`config.mk`:
```
export PLATFORM = sky130hd
export DESIGN_NAME = intack_seq
export DESIGN_NICKNAME = d
export VERILOG_FILES = /design/src/rtl/intack_pkg.sv /design/src/rtl/intack_ctrl.sv /design/src/rtl/intack_dp.sv /design/src/rtl/intack_seq.sv
export SDC_FILE = /design/constraint.sdc
export NUM_CORES = 1
export LEC_CHECK = 0
export ABC_AREA = 1
export BUFFER_PORTS_ARGS = -buffer_cell sky130_fd_sc_hd__buf_4
export CAP_MARGIN = 0
export CORE_UTILIZATION = 45
export DETAILED_ROUTE_END_ITERATION = 12
export PLACE_DENSITY = 0.72
export SLEW_MARGIN = 20
export SYNTH_ARGS = -nofsm -noshare
export SYNTH_HDL_FRONTEND = slang
export SYNTH_HIERARCHICAL = 1
export SYNTH_SLANG_ARGS = --single-unit
export TNS_END_PERCENT = 50
```
`constraint.sdc`:
```
create_clock -name clk -period 1.47 [get_ports clk]
set_input_delay 0.2205 -clock clk [delete_from_list [all_inputs] [get_ports clk]]
set_output_delay 0.2205 -clock clk [all_outputs]
set_load 0.01 [all_outputs]
```
`src/rtl/intack_pkg.sv`:
```
package intack_pkg;

  typedef enum logic [3:0] {
    ST_IDLE  = 4'd0,
    ST_A1_T1 = 4'd1,
    ST_A1_T2 = 4'd2,
    ST_A1_T3 = 4'd3,
    ST_A1_T4 = 4'd4,
    ST_A2_T1 = 4'd5,
    ST_A2_T2 = 4'd6,
    ST_A2_T3 = 4'd7,
    ST_A2_T4 = 4'd8
  } seq_state_e;

  typedef struct packed {
    logic take;       // interrupt accepted this clock
    logic latchType;  // end of T3 in second acknowledge cycle
    logic seqDone;    // end of T4 in second acknowledge cycle
  } ctrl_strobe_t;

endpackage

```
`src/rtl/intack_ctrl.sv`:
```
module intack_ctrl
  import intack_pkg::*;
(
  input  logic         clk,
  input  logic         rstN,
  input  logic         instrEnd,
  input  logic         holdReq,
  input  logic         reqSync,
  input  logic         ieFlag,
  output ctrl_strobe_t strb,
  output logic         busy,
  output logic         inta,
  output logic         busLock,
  output logic         holdGrant
);

  seq_state_e stateQ, stateNext;
  logic       idle;
  logic       takeNow;

  assign idle    = (stateQ == ST_IDLE);
  assign takeNow = idle && instrEnd && reqSync && ieFlag && !holdReq;

  always_comb begin
    if (idle)
      stateNext = takeNow ? ST_A1_T1 : ST_IDLE;
    else if (stateQ == ST_A2_T4)
      stateNext = ST_IDLE;
    else
      stateNext = seq_state_e'(stateQ + 4'd1);
  end

  always_ff @(posedge clk or negedge rstN) begin
    if (!rstN) stateQ <= ST_IDLE;
    else       stateQ <= stateNext;
  end

  assign strb.take      = takeNow;
  assign strb.latchType = (stateQ == ST_A2_T3);
  assign strb.seqDone   = (stateQ == ST_A2_T4);

  assign busy      = !idle;
  assign inta      = (stateQ == ST_A1_T2) || (stateQ == ST_A1_T3) ||
                     (stateQ == ST_A2_T2) || (stateQ == ST_A2_T3);
  assign busLock   = (stateQ == ST_A1_T2) || (stateQ == ST_A1_T3) ||
                     (stateQ == ST_A1_T4) || (stateQ == ST_A2_T1);
  assign holdGrant = holdReq && idle;

  // second acknowledge cycle directly follows the first
  a_r3_back_to_back: assert property (@(posedge clk) disable iff (!rstN)
    (stateQ == ST_A1_T4) |=> (stateQ == ST_A2_T1));

  // lock rises together with the first acknowledge strobe
  a_r4_lock_rise: assert property (@(posedge clk) disable iff (!rstN)
    $rose(busLock) |-> (inta && $past(stateQ == ST_A1_T1)));

  // a take always starts the sequence
  a_r2_take_starts: assert property (@(posedge clk) disable iff (!rstN)
    strb.take |=> (stateQ == ST_A1_T1));

endmodule

```
`src/rtl/intack_dp.sv`:
```
module intack_dp
  import intack_pkg::*;
#(
  parameter int TYPE_W    = 8,
  parameter int VEC_SHIFT = 2,
  localparam int VEC_W    = TYPE_W + VEC_SHIFT
) (
  input  logic              clk,
  input  logic              rstN,
  input  ctrl_strobe_t      strb,
  input  logic              intReq,
  input  logic              ieSet,
  input  logic              ieClr,
  input  logic              iretStrobe,
  input  logic              iretIe,
  input  logic [TYPE_W-1:0] dataIn,
  output logic              reqSync,
  output logic              ieFlag,
  output logic              savedIe,
  output logic [VEC_W-1:0]  vecAddr,
  output logic              vecValid
);

  logic [TYPE_W-1:0] typeQ;

  always_ff @(posedge clk or negedge rstN) begin
    if (!rstN) begin
      reqSync  <= 1'b0;
      ieFlag   <= 1'b0;
      savedIe  <= 1'b0;
      typeQ    <= '0;
      vecValid <= 1'b0;
    end else begin
      reqSync  <= intReq;
      vecValid <= strb.seqDone;
      if (strb.latchType) typeQ <= dataIn;
      if (strb.take)      savedIe <= ieFlag;
      if (strb.take)           ieFlag <= 1'b0;
      else if (iretStrobe)     ieFlag <= iretIe;
      else if (ieClr)          ieFlag <= 1'b0;
      else if (ieSet)          ieFlag <= 1'b1;
    end
  end

  assign vecAddr = {typeQ, {VEC_SHIFT{1'b0}}};

  // enable flag is cleared and the prior value kept after a take
  a_r8_ie_cleared: assert property (@(posedge clk) disable iff (!rstN)
    strb.take |=> (!ieFlag && savedIe));

  // valid marker lasts a single clock
  a_r7_vec_pulse: assert property (@(posedge clk) disable iff (!rstN)
    vecValid |=> !vecValid);

endmodule

```
`src/rtl/intack_seq.sv`:
```
module intack_seq
  import intack_pkg::*;
#(
  parameter int TYPE_W    = 8,
  parameter int VEC_SHIFT = 2,
  localparam int VEC_W    = TYPE_W + VEC_SHIFT
) (
  input  logic              clk,
  input  logic              rstN,
  input  logic              intReq,
  input  logic              instrEnd,
  input  logic              holdReq,
  input  logic              ieSet,
  input  logic              ieClr,
  input  logic              iretStrobe,
  input  logic              iretIe,
  input  logic [TYPE_W-1:0] dataIn,
  output logic              busy,
  output logic              inta,
  output logic              busLock,
  output logic              holdGrant,
  output logic              ieFlag,
  output logic              savedIe,
  output logic [VEC_W-1:0]  vecAddr,
  output logic              vecValid
);

  ctrl_strobe_t strb;
  logic         reqSync;

  intack_ctrl u_ctrl (
    .clk       (clk),
    .rstN      (rstN),
    .instrEnd  (instrEnd),
    .holdReq   (holdReq),
    .reqSync   (reqSync),
    .ieFlag    (ieFlag),
    .strb      (strb),
    .busy      (busy),
    .inta      (inta),
    .busLock   (busLock),
    .holdGrant (holdGrant)
  );

  intack_dp #(.TYPE_W(TYPE_W), .VEC_SHIFT(VEC_SHIFT)) u_dp (
    .clk        (clk),
    .rstN       (rstN),
    .strb       (strb),
    .intReq     (intReq),
    .ieSet      (ieSet),
    .ieClr      (ieClr),
    .iretStrobe (iretStrobe),
    .iretIe     (iretIe),
    .dataIn     (dataIn),
    .reqSync    (reqSync),
    .ieFlag     (ieFlag),
    .savedIe    (savedIe),
    .vecAddr    (vecAddr),
    .vecValid   (vecValid)
  );

  // bus never granted while locked
  a_r5_no_grant_locked: assert property (@(posedge clk) disable iff (!rstN)
    busLock |-> !holdGrant);

  // valid vector only once the sequence has ended
  a_r7_valid_idle: assert property (@(posedge clk) disable iff (!rstN)
    vecValid |-> !busy);

endmodule

```
==> flow_summary.ini <==
[layout]
final_common_cell = buf_4
seqCellArea_um2 = 403
final_cell_area_um2 = 1130
nFillCells = 127
antennaDiodeCount = 0
drive_gt1_share_pct = 41.5
area_growth_pct = 42.8
layout_common_cells = buf_4, nand2_1, inv_1
num-nets-final = 152
multi_input_area_um2 = 318
postLayoutCoreUtil_pct = 71.5

[yosys]
synth_compound_area_share_pct = 8.24
synthAdderAreaFrac_pct = 6.34
synthSimpleGateAreaFrac_pct = 20.9
synth_area_leaders = dfrtp_1, nand2_1, inv_1, o21ai_0, ha_1
syn_inst = 93
synth.avg_cell_area_um2 = 8.49
netlist_area_um2 = 790
synth_warnings = 6
ys_ff_latch = 16
synth.top_cell.area_share_pct = 50.7
synth_top_cell_by_area = dfrtp_1
yosysSeqAreaShare_pct = 50.7
synth_top_family_by_area = simple AND/OR/NAND/NOR gates
synth_cell_type_count = 16
synth_xor_area_share_pct = 0
synthMuxAreaShare_pct = 0

[worst_setup_path]
cp_cell_sequence = ha_2, o21ai_1, nand2_1, buf_6
arrival_ns = 1.29
r2r_start = u_ctrl/stateQ[0]
worstPathRequired_ns = 1.25
worstSetupPathType = flop to output pin
ff2ff_path_depth = 5
r2r_slack_ns = 0.16
slowest_stage = dfrtp_2
timing.rr.end = u_dp/typeQ[1]
crit_path_start_kind = flop
max_stage_delay_ns = 0.46
end_kind = output pin
cp_max_fo = 5

[place]
dpl_cell_area_um2 = 1020
gp_congestion = 0.848
dp_hpwl_um = 1090
io_buffer_count = 31
pre_cts_ws_ns = 0.110

[sta]
rsz0062_at_grt = true
finClkSkew_ns = 0.00105
fin_tns_setup_ns = -0.101
max_freq_ghz = 0.662
setup_viol = 3
hold_violations = 0
fin_hold_ws_ns = 0.0344
min_period_ns = 1.51
fin_crit_sh_pct = 103
setup_slack_ns = -0.0405
slew_viol_final = 0

[drt]
vias = 671
routedWlPerCell_um = 10.6
viasPerCell = 4.60
first_pass_iters = 6
antenna_left = 0
drt_iter0_drc = 20
drt_wl_total_um = 1550
drcViolationCount = 0

[hold_path]
whs_path_depth = 1
min_to = u_dp/reqSync
worstHoldStart = intReq
hp-class = input port to flop

[floorplanning]
core_area_um2 = 1580
die-area_um2 = 1930
die_x_um = 43.9
fp.dieH_um = 43.9
start_util_pct = 50.1
rows = 14
io_pins = 34

[global_routing]
grtUsageTotal_pct = 17.5
grt_overflow_total = 0
grt_pass1_vias = 632
grt_pass1_wl_um = 2460
grt_max_degree = 17
antenna_found_initial = 0

[outcome]
violations = negative setup slack
outcome = finished, violations left

[clock_tree]
insertion_delay_ns = 0.28
cts_tree = done
clockRootBuffer = clkbuf_4
h-tree-depth = 1
cts_buffers = 3
clkTransAtPathRegs_ns = 0.09
max-clock-path-buffers = 2
clkSinkCount = 16

[job]
maxCapViolations = 0

[pwr]
vdd_ir_drop_max_uv = 1330
power.density_nw_per_um2 = 1920
p_leak_nw = 0.626
-- critical path: cells and delay by family (launching register included) --
| kind | cells | cell delay [ns] |
|---|---|---|
| simple gates | 1 | 0.07 |
| flops | 1 | 0.46 |
| fa+ha+maj | 1 | 0.22 |
| buf+inv | 1 | 0.12 |
| compound gates | 1 | 0.13 |
-- worst max-delay path by stage --
stage               depth (start not counted)  slack [ns]        startpoint           to
floorplan                                  10        0.12  u_ctrl/stateQ[0]  u_dp/ieFlag
global placement                            9        0.15  u_ctrl/stateQ[0]  u_dp/ieFlag
detailed placement                          9        0.11  u_ctrl/stateQ[0]  u_dp/ieFlag
CTS                                         5       -0.07  u_ctrl/stateQ[0]    holdGrant
global route                                5       -0.12  u_ctrl/stateQ[1]      busLock
finish                                      4       -0.04  u_ctrl/stateQ[0]      busLock
-- state kept, by name, summed over array words and instances, names as in the netlist --
register	flops
u_dp/typeQ	8
u_ctrl/stateQ	4
u_dp/ieFlag	1
u_dp/reqSync	1
u_dp/savedIe	1
u_dp/vecValid	1
-- report_power, final --
group	total (mW)	switching, mW	leakage [nW]	internal (mW)
clock	0.292	0.141	0.0210	0.151
combinational	1.07	0.528	0.411	0.545
sequential	0.801	0.166	0.194	0.636
-- final cells by class --
type | instances | share of cell area (%)
inverters | 19 | 6.55
repair buffers | 36 | 24.5
clock buffers | 4 | 3.22
well taps | 16 | 1.78
multi-input cells | 55 | 28.2
flip-flops and latches | 16 | 35.7
-- metal layers --
metal,GRT usage [%],wire [µm]
met5,0,0
met2,30.7,820
met1,21.4,646
met4,5.45,14
met3,3.75,69
-- through the flow --
stage | cells | power (mW)
2_1_floorplan | 94 | 1.29
3_3_place_gp | 138 | 1.68
3_5_place_dp | 138 | 1.70
4_1_cts | 145 | 2.13
5_1_grt | 146 | 2.33
6_report | 146 | 2.17
-- repair_timing --
item                                    CTS  global route
setup buffers                             2             1
hold buffers                              1             0
gates cloned                              0             0
hold endpoints to repair                 16             0
endpoints found under the setup margin    4             4
pin swaps                                 2             1
resized for setup                        10             3
-- cell families after synthesis --
family | count (synthesis)
other | 1
AO/OA/AOI/OAI | 13
buffers and inverters | 23
flip-flops | 16
AND/OR/NAND/NOR | 36
adder cells (fa/ha/maj) | 4
-- synthesized netlist by cell type --
cell type and count:
ha_1 4, nand4_1 1, nand2_1 20, a21oi_1 1
inv_1 17, dfrtp_1 16, conb_1 1, o21ai_1 1
nand3_1 1, o21ai_0 11, buf_4 3, nor2_1 9
buf_6 1, inv_2 2, nor2_8 1, nand2_2 4
Note: power is estimated with default switching activity, not from simulation.
